`config.mk`:
```
export PLATFORM = sky130hd
export DESIGN_NAME = trng_irq_agg
export DESIGN_NICKNAME = d
export VERILOG_FILES = /design/src/rtl/trng_irq_pkg.sv /design/src/rtl/irq_evt_gate.sv /design/src/rtl/irq_core_flags.sv /design/src/rtl/irq_top_stage.sv /design/src/rtl/trng_irq_agg.sv
export SDC_FILE = /design/constraint.sdc
export NUM_CORES = 1
export LEC_CHECK = 0
export BUFFER_PORTS_ARGS = -buffer_cell sky130_fd_sc_hd__buf_4
export CORE_MARGIN = 2
export CORE_UTILIZATION = 33
export DETAILED_ROUTE_END_ITERATION = 8
export PLACE_DENSITY = 0.75
export SYNTH_ARGS = -nofsm -noshare
export SYNTH_HDL_FRONTEND = slang
export SYNTH_HIERARCHICAL = 1
export SYNTH_SLANG_ARGS = --single-unit
```
`constraint.sdc`:
```
create_clock -name clk -period 2 [get_ports clk]
set_input_delay 0.1 -clock clk [delete_from_list [all_inputs] [get_ports clk]]
set_output_delay 0.1 -clock clk [all_outputs]
set_load 0.03 [all_outputs]
```
`src/rtl/trng_irq_pkg.sv`:
```
package trng_irq_pkg;
  localparam int NFLAG = 3;
  localparam int NSTAT = 2;
  // flag index order: 0 done, 1 deterministic fault, 2 entropy fault
  localparam logic [NFLAG-1:0] GATED_FLAGS  = 3'b110;
  localparam logic [NFLAG-1:0] ONTEST_FLAGS = 3'b100;
  localparam int FLAG_POS [NFLAG] = '{0, 1, 3};

  typedef enum logic [2:0] {
    A_CORE_EN = 3'd0,
    A_FLAGS   = 3'd1,
    A_STAT    = 3'd2,
    A_MASK    = 3'd3,
    A_MSK_CLR = 3'd4,
    A_MSK_SET = 3'd5
  } reg_sel_e;
endpackage

```
`src/rtl/irq_evt_gate.sv`:
```
module irq_evt_gate #(
  parameter int NF = 3,
  parameter logic [NF-1:0] GATED  = '0,
  parameter logic [NF-1:0] ONTEST = '0
) (
  input  logic [NF-1:0] ev,
  input  logic          src_rst,
  input  logic          src_en,
  input  logic          osc_en,
  input  logic          ontest_en,
  input  logic          legacy_rev,
  output logic [NF-1:0] set_req
);
  logic running;
  logic ontest_ok;
  assign running   = !src_rst && src_en && osc_en;
  assign ontest_ok = !legacy_rev || ontest_en;

  for (genvar i = 0; i < NF; i++) begin : g_gate
    if (GATED[i] && ONTEST[i]) begin : g_both
      assign set_req[i] = ev[i] && running && ontest_ok;
    end else if (GATED[i]) begin : g_run
      assign set_req[i] = ev[i] && running;
    end else begin : g_free
      assign set_req[i] = ev[i];
    end
  end
endmodule

```
`src/rtl/irq_core_flags.sv`:
```
module irq_core_flags #(
  parameter int NF = 3
) (
  input  logic          clk,
  input  logic          rst,
  input  logic          wr,
  input  logic [2*NF-1:0] wdata,
  input  logic [NF-1:0] set_req,
  output logic [NF-1:0] en_q,
  output logic [NF-1:0] flag_q,
  output logic          upd,
  output logic          cint_nxt
);
  logic [NF-1:0] en_d;
  logic [NF-1:0] flag_d;

  assign en_d = wr ? wdata[NF-1:0] : en_q;

  for (genvar i = 0; i < NF; i++) begin : g_flag
    assign flag_d[i] = set_req[i] || (flag_q[i] && !(wr && wdata[NF+i]));
  end

  assign upd      = wr || (|set_req);
  assign cint_nxt = |(flag_d & en_d);

  always_ff @(posedge clk) begin
    if (rst) begin
      en_q   <= '0;
      flag_q <= '0;
    end else begin
      en_q   <= en_d;
      flag_q <= flag_d;
    end
  end

  assert_clear_R5: assert property (@(posedge clk) disable iff (rst)
    (wr && wdata[NF] && !set_req[0]) |=> !flag_q[0]);
  assert_sticky_R2: assert property (@(posedge clk) disable iff (rst)
    (flag_q[0] && !(wr && wdata[NF])) |=> flag_q[0]);
endmodule

```
`src/rtl/irq_top_stage.sv`:
```
module irq_top_stage #(
  parameter int NS = 2
) (
  input  logic          clk,
  input  logic          rst,
  input  logic          core_upd,
  input  logic          core_int,
  input  logic          slv_set,
  input  logic          w1c_wr,
  input  logic          ena_wr,
  input  logic          dis_wr,
  input  logic [NS-1:0] wbits,
  output logic [NS-1:0] stat_q,
  output logic [NS-1:0] mask_q,
  output logic          irq_q
);
  logic [NS-1:0] stat_d;
  logic [NS-1:0] mask_d;
  logic [NS-1:0] clr;

  assign clr       = w1c_wr ? wbits : '0;
  assign stat_d[0] = core_upd ? core_int : (stat_q[0] && !clr[0]);
  assign stat_d[1] = slv_set || (stat_q[1] && !clr[1]);

  always_comb begin
    mask_d = mask_q;
    if (ena_wr)      mask_d = mask_q & ~wbits;
    else if (dis_wr) mask_d = mask_q | wbits;
  end

  always_ff @(posedge clk) begin
    if (rst) begin
      stat_q <= '0;
      mask_q <= '1;
      irq_q  <= 1'b0;
    end else begin
      stat_q <= stat_d;
      mask_q <= mask_d;
      irq_q  <= |(stat_d & ~mask_d);
    end
  end

  assert_mask_hold_R8: assert property (@(posedge clk) disable iff (rst)
    !(ena_wr || dis_wr) |=> $stable(mask_q));
  assert_irq_level_R9: assert property (@(posedge clk) disable iff (rst)
    irq_q == |(stat_q & ~mask_q));
  assert_slv_w1c_R7: assert property (@(posedge clk) disable iff (rst)
    (w1c_wr && wbits[1] && !slv_set) |=> !stat_q[1]);
endmodule

```
`src/rtl/trng_irq_agg.sv`:
```
module trng_irq_agg
  import trng_irq_pkg::*;
#(
  parameter int DATA_W = 32,
  parameter int ADDR_W = 3
) (
  input  logic              clk,
  input  logic              rst,
  input  logic              reg_wr,
  input  logic [ADDR_W-1:0] reg_addr,
  input  logic [DATA_W-1:0] reg_wdata,
  output logic [DATA_W-1:0] reg_rdata,
  input  logic              ev_done,
  input  logic              ev_dtest,
  input  logic              ev_etest,
  input  logic              ev_slverr,
  input  logic              src_rst,
  input  logic              src_en,
  input  logic              osc_en,
  input  logic              ontest_en,
  input  logic              legacy_rev,
  output logic              irq
);
  localparam int FW = FLAG_POS[NFLAG-1] + 1;

  logic [NFLAG-1:0] set_req;
  logic [NFLAG-1:0] en_q;
  logic [NFLAG-1:0] flag_q;
  logic [NSTAT-1:0] stat_q;
  logic [NSTAT-1:0] mask_q;
  logic [FW-1:0]    flag_view;
  logic             core_upd;
  logic             cint_nxt;
  logic             wr_core;
  logic             wr_stat;
  logic             wr_mclr;
  logic             wr_mset;

  assign wr_core = reg_wr && (reg_addr == ADDR_W'(A_CORE_EN));
  assign wr_stat = reg_wr && (reg_addr == ADDR_W'(A_STAT));
  assign wr_mclr = reg_wr && (reg_addr == ADDR_W'(A_MSK_CLR));
  assign wr_mset = reg_wr && (reg_addr == ADDR_W'(A_MSK_SET));

  irq_evt_gate #(.NF(NFLAG), .GATED(GATED_FLAGS), .ONTEST(ONTEST_FLAGS)) u_gate (
    .ev        ({ev_etest, ev_dtest, ev_done}),
    .src_rst   (src_rst),
    .src_en    (src_en),
    .osc_en    (osc_en),
    .ontest_en (ontest_en),
    .legacy_rev(legacy_rev),
    .set_req   (set_req)
  );

  irq_core_flags #(.NF(NFLAG)) u_core (
    .clk     (clk),
    .rst     (rst),
    .wr      (wr_core),
    .wdata   (reg_wdata[2*NFLAG-1:0]),
    .set_req (set_req),
    .en_q    (en_q),
    .flag_q  (flag_q),
    .upd     (core_upd),
    .cint_nxt(cint_nxt)
  );

  irq_top_stage #(.NS(NSTAT)) u_top (
    .clk     (clk),
    .rst     (rst),
    .core_upd(core_upd),
    .core_int(cint_nxt),
    .slv_set (ev_slverr),
    .w1c_wr  (wr_stat),
    .ena_wr  (wr_mclr),
    .dis_wr  (wr_mset),
    .wbits   (reg_wdata[NSTAT-1:0]),
    .stat_q  (stat_q),
    .mask_q  (mask_q),
    .irq_q   (irq)
  );

  always_comb begin
    flag_view = '0;
    for (int i = 0; i < NFLAG; i++) flag_view[FLAG_POS[i]] = flag_q[i];
  end

  always_comb begin
    reg_rdata = '0;
    case (reg_addr)
      ADDR_W'(A_CORE_EN): reg_rdata[NFLAG-1:0] = en_q;
      ADDR_W'(A_FLAGS):   reg_rdata[FW-1:0]    = flag_view;
      ADDR_W'(A_STAT):    reg_rdata[NSTAT-1:0] = stat_q;
      ADDR_W'(A_MASK):    reg_rdata[NSTAT-1:0] = mask_q;
      default:            reg_rdata = '0;
    endcase
  end

  assert_gate_R3: assert property (@(posedge clk) disable iff (rst)
    (src_rst || !src_en || !osc_en) |=> !$rose(flag_q[1]) && !$rose(flag_q[2]));
  assert_ontest_R4: assert property (@(posedge clk) disable iff (rst)
    (legacy_rev && !ontest_en) |=> !$rose(flag_q[2]));
  assert_core_int_R6: assert property (@(posedge clk) disable iff (rst)
    wr_core |=> stat_q[0] == |(flag_q & en_q));
endmodule

```
# Word-level counts from Yosys, hierarchy flattened
# Index checks and enable logic that the tools add are counted.
# totals
regBits	11
inputBits	47
output_inout_bits	33
elab_cells	58
# classes
n_eq_ne	5
mux	8
bitwise_logic	6
n_reduce_logical	34
# op_table
cell	count
$logic_and A1 B1 Y1	17
$pmux W2 S4	1
$logic_not A1 Y1	7
$eq A3 B2 Y1 const B	2
$eq A3 B3 Y1 const B	2
$logic_or A1 B1 Y1	6
$mux W2	3
$reduce_or A3 Y1	2
$and A2 B2 Y2	2
$not A2 Y2	2
$and A3 B3 Y3	1
$eq A3 B1 Y1 const B	1
$logic_not A3 Y1	1
$mux W1	3
$mux W3	1
$or A2 B2 Y2	1
$reduce_or A2 Y1	1

# Longest topological paths before layout
# logic_depth
depth_word	11
ltp_mapped	7
mapped_depth_nobuf	7

# Modules after synthesis
# Netlist, hierarchy kept.
# by_module_without_submodules
module	instances	cells_per_inst	area_per_inst_um2	seq_area_each_um2
trng_irq_agg	1	42	357.8	0.0
irq_core_flags	1	36	287.8	120.1
irq_top_stage	1	18	192.7	100.1
irq_evt_gate	1	5	43.8	0.0

# Worst setup path after synthesis
# No wires, ideal clock.
# synth_path
path_type	input port to flip-flop
start	input port reg_addr[1]
end	register u_top.irq_q
setup_ns	0.129
t_arrival_ns	1.748
t_required_ns	1.871
path_slack_ns	0.123
path_stages	7
cell_sequence	clkbuf_1 -> nor4b_1 -> buf_6 -> a21oi_1 -> or3_1 -> mux2i_1 -> o32ai_2
# synth_between
elab_chain_cells	11
# synth_rtl
element	line	text
from (decl)	trng_irq_agg.sv:10	input logic [ADDR_W-1:0] reg_addr,
$logic_not A3 Y1 *	trng_irq_agg.sv:39	assign wr_core = reg_wr && (reg_addr == ADDR_W'(A_CORE_EN));
$logic_and A1 B1 Y1 *	trng_irq_agg.sv:39	
named net wr_core	trng_irq_agg.sv:34	logic wr_core;
$logic_and A1 B1 Y1	irq_core_flags.sv:20	assign flag_d[i] = set_req[i] || (flag_q[i] && !(wr && wdata[NF+i]));
$logic_not A1 Y1	irq_core_flags.sv:20	
$logic_and A1 B1 Y1	irq_core_flags.sv:20	
$logic_or A1 B1 Y1	irq_core_flags.sv:20	
$and A3 B3 Y3 *	irq_core_flags.sv:24	assign cint_nxt = |(flag_d & en_d);
$reduce_or A3 Y1 *	irq_core_flags.sv:24	
named net cint_nxt	trng_irq_agg.sv:33	logic cint_nxt;
$mux W1 *	irq_top_stage.sv:22	assign stat_d[0] = core_upd ? core_int : (stat_q[0] && !clr[0]);
$and A2 B2 Y2 *	irq_top_stage.sv:39	irq_q <= |(stat_d & ~mask_d);
$reduce_or A2 Y1 *	irq_top_stage.sv:39	
to (signal assigned)	irq_top_stage.sv:39	
to (decl)	irq_top_stage.sv:15	output logic irq_q
# The timed path passes the listed nets; every way through them passes the cells marked *.
# A chain may end at the register's enable or synchronous reset.

# Final worst setup path
# layout_path
start	register u_top.mask_q[0]
end	output port reg_rdata[0]
# layout_between
elab_chain_cells	1
# layout_rtl
element	line	text
from (decl)	irq_top_stage.sv:14	output logic [NS-1:0] mask_q,
from (signal assigned)	irq_top_stage.sv:38	mask_q <= mask_d;
$pmux W2 S4	trng_irq_agg.sv:88	case (reg_addr)
to (decl)	trng_irq_agg.sv:12	output logic [DATA_W-1:0] reg_rdata,
# Every way passes these cells.

==> Implementation_results.wiki <==
{| class="wikitable"
! Metric !! Value
|-
| Sequential standard cell area || 220 µm²
|-
| Placer Congestion || 0.786
|-
| Die outline area || 0.00310 mm²
|-
| Type of origin of the critical path || register
|-
| DRC Markers || 0
|-
| Area of the core || 0.00250 mm²
|-
| Maximum capacitance violations || 0
|-
| Switching Share || 36.4%
|-
| Biggest area contributors in the synthesized netlist || sky130_fd_sc_hd__dfxtp_1 (25%), sky130_fd_sc_hd__buf_4 (25%), sky130_fd_sc_hd__a21oi_1 (5.1%)
|-
| Resized Gates After CTS || 0
|-
| Cell types with the highest counts after synthesis || sky130_fd_sc_hd__buf_4 (29), sky130_fd_sc_hd__dfxtp_1 (11), sky130_fd_sc_hd__a21oi_1 (9), sky130_fd_sc_hd__nor2_1 (7), sky130_fd_sc_hd__inv_1 (5)
|-
| Cell-internal power || 358 µW
|-
| Peak Freq || 0.678 GHz
|-
| Cell depth of the worst hold path || 2
|-
| Post-layout nets || 174
|-
| Hold_buf cts || 0
|-
| Critical Path RT || 1.90 ns
|-
| Via count || 724
|-
| Area share of the leading cell type in the synthesized netlist || 25.0%
|-
| M3 GR Usage || 5.35%
|-
| Worst clock skew on the final layout || 0.00958 ns
|-
| Cell type contributing the most total cell area after synthesis || sky130_fd_sc_hd__dfxtp_1
|-
| GR Overflow Total || 0
|-
| Number of inserted diodes || 0
|-
| Number of hold violations in the final report || 0
|-
| Ratio of final minimum period to clock period || 73.7%
|-
| Post-synth EDFFs || 0
|-
| Die W || 55.7 µm
|-
| Cell at the slowest stage of the critical path || sky130_fd_sc_hd__mux4_2
|-
| WHS || 0.0699 ns
|-
| Kind of capture point of the worst setup path || output port
|-
| Number of buffers added on ports || 25
|-
| Buffers plus inverters on the worst setup path || 1
|-
| Die Height || 55.7 µm
|-
| Number of register bits inferred by synthesis || 11
|-
| FF-to-FF path depth || 5
|-
| Fraction of power consumed by the clock network || 28.2%
|-
| Grt peak-use layer || met2
|-
| Clock Path Buffers || 2
|-
| Share of post-route cells with drive strength above 1 || 32.5%
|-
| Cell area after synthesis || 882 µm²
|-
| Clock root buffer || sky130_fd_sc_hd__clkbuf_4
|-
| Insertion delay of the later-clocked pin in the worst-skew pair || 0.28 ns
|-
| Worst-path clk slew || 0.08 ns
|-
| Routed via count divided by cell count || 4.64
|-
| Clock buffers created by TritonCTS || 3
|-
| Initial standard-cell utilization of the core || 35.3%
|-
| Setup slack on the worst flop-to-flop path || 0.60 ns
|-
| Setup Total Neg Slack || 0 ns
|-
| Final setup violation count || 0
|-
| Synthesis-to-layout area growth || 14.0%
|-
| Number of pins exceeding their max-slew limit in the final report || 0
|-
| Number of filler cells placed in the layout || 263
|-
| Vias in the first global route || 628
|-
| Kind of cell with the highest combined delay on the critical path || multiplexers
|-
| Remaining antenna violation count || 0
|-
| Total Wirelength || 1760 µm
|-
| Number of antenna violations at the first check in global routing || 0
|-
| Routing usage on met2 || 18.9%
|-
| WL/cell || 11.3 µm
|-
| Most numerous cell in the Yosys netlist || sky130_fd_sc_hd__buf_4
|-
| Primary FF master, synth || sky130_fd_sc_hd__dfxtp_1
|-
| Leakage power of the design || 0.479 nW
|-
| Area used by multi-input combinational logic || 507 µm²
|-
| Power, Total || 562 µW
|-
| Cells along the critical path || mux4_2 > nor2b_4 > buf_4
|-
| Crit path depth || 3
|-
| Half-perimeter wire length after detailed placement || 1410 µm
|-
| Mean area per synthesized cell || 8.73 µm²
|-
| Unrepaired setup endpoints after global routing || no
|-
| Switching power total || 205 µW
|-
| Iteration-0 DRC Markers || 10
|-
| Global-route wire length before repair || 2790 µm
|-
| Run status || finished clean
|-
| Post-synthesis sequential area ratio || 25.0%
|-
| Num Clock Sinks || 11
|-
| VDD IR max || 0.377 mV
|-
| Proportion of register bits with asynchronous set or reset after synthesis || 0%
|-
| Floorplan row count || 18
|-
| Power share of the combinational group || 30.7%
|-
| PD cells || 559 mW/mm²
|-
| Post-synth cell types || 29
|-
| CP arrival || 1.37 ns
|-
| GR Util All Layers || 11.2%
|-
| Fin crit period || 1.47 ns
|-
| Met1 usage in global routing || 12.7%
|-
| Post-CTS setup buffers || 0
|-
| Clock tree from TritonCTS || done
|-
| Max stage delay on crit path || 0.46 ns
|-
| Min-Delay Path Class || in2reg
|-
| Largest fanout of any net on the critical path || 2
|-
| Level count of the clock H-tree || 1
|-
| Synthesized instance count || 101
|-
| Maximum number of pins on one net before global-route repair || 14
|-
| Initial DRT Pass Iterations || 4
|-
| Type of the worst setup path || reg2out
|-
| Total I/O pin count || 80
|-
| Proportion of power drawn by flip-flops and latches || 41.0%
|-
| Ys Warns || 6
|}
-- layout make-up --
cell class | instances | share of cell area [%]
Tap cell | 30 | 3.73
Timing Repair Buffer | 26 | 19.4
Clock inverter | 1 | 0.498
Clock buffer | 3 | 2.24
Multi-Input combinational cell | 80 | 50.4
Sequential cell | 11 | 21.9
Inverter | 5 | 1.87
-- state kept, by name (all words and copies together), names as in the netlist --
register / flops
u_core/en_q: 3
u_core/flag_q: 3
u_top/mask_q: 2
u_top/irq_q: 1
u_top/stat_q: 2
-- routing by layer --
| layer | vias up | share of wire, % |
|---|---|---|
| met4 | 0 | 1.3 |
| met2 | 54 | 48 |
| met1 | 325 | 38 |
| met3 | 5 | 13 |
| li1 | 340 | - |
| met5 | - | 0 |
-- power by group through the flow --
stage	combinational (mW)	sequential (mW)	clock (mW)
after floorplan	0.166	0.235	0
after global placement	0.169	0.235	0
after detailed placement	0.172	0.236	0
after CTS	0.173	0.231	0.166
after global routing	0.185	0.232	0.170
final	0.173	0.231	0.159
-- worst reg2reg max path, cell delays in order (launching register included) --
cell	delay (ns)
sky130_fd_sc_hd__dfxtp_1	0.33
sky130_fd_sc_hd__o22ai_1	0.19
sky130_fd_sc_hd__a21oi_1	0.06
sky130_fd_sc_hd__or3_1	0.34
sky130_fd_sc_hd__mux2i_1	0.26
sky130_fd_sc_hd__o32ai_2	0.11
-- through the flow --
step	util (%)	cells	worst slack [ns]	area [µm²]
global placement	39.1	152	0.320	978
CTS	40.2	156	0.514	1010
detailed placement	39.1	152	0.289	978
global route	40.2	156	0.479	1010
finish	40.2	156	0.526	1010
floorplan	-	128	0.123	983
-- logic make-up after synthesis --
group | share of synthesized area (%)
AOI/OAI and AO/OA | 15.6
buffers and inverters | 29.8
DFF | 25.0
muxes | 9.65
other | 0.425
and+or+nand+nor | 19.6
-- worst paths after layout --
kind                         start          endpoint
setup / recovery   u_top/mask_q[0]      reg_rdata[0]
hold / removal                 rst  u_core/flag_q[1]
setup reg to reg  u_core/flag_q[0]       u_top/irq_q
hold reg to reg   u_core/flag_q[1]  u_core/flag_q[1]
-- cell usage in the layout, fill, tap and decap left out --
master / instances
sky130_fd_sc_hd__a21boi_0: 1
sky130_fd_sc_hd__a21boi_1: 1
sky130_fd_sc_hd__a21oi_1: 9
sky130_fd_sc_hd__a21oi_2: 1
sky130_fd_sc_hd__and3_2: 1
sky130_fd_sc_hd__and4bb_2: 1
sky130_fd_sc_hd__buf_4: 26
sky130_fd_sc_hd__clkbuf_4: 3
sky130_fd_sc_hd__clkinv_2: 1
sky130_fd_sc_hd__conb_1: 28
sky130_fd_sc_hd__dfxtp_1: 11
sky130_fd_sc_hd__inv_1: 5
sky130_fd_sc_hd__mux2i_1: 4
sky130_fd_sc_hd__mux4_2: 2
sky130_fd_sc_hd__nand2_1: 4
sky130_fd_sc_hd__nor2_1: 7
sky130_fd_sc_hd__nor2b_4: 3
sky130_fd_sc_hd__nor3_1: 1
sky130_fd_sc_hd__nor3b_1: 1
sky130_fd_sc_hd__nor4b_1: 1
sky130_fd_sc_hd__nor4b_2: 1
sky130_fd_sc_hd__nor4bb_1: 1
sky130_fd_sc_hd__o2111a_1: 1
sky130_fd_sc_hd__o21ai_0: 3
sky130_fd_sc_hd__o21bai_1: 1
sky130_fd_sc_hd__o22ai_1: 3
sky130_fd_sc_hd__o32ai_2: 1
sky130_fd_sc_hd__or2_1: 2
sky130_fd_sc_hd__or3_1: 1
sky130_fd_sc_hd__or4_4: 1
Power figures use the tool's default switching activity.
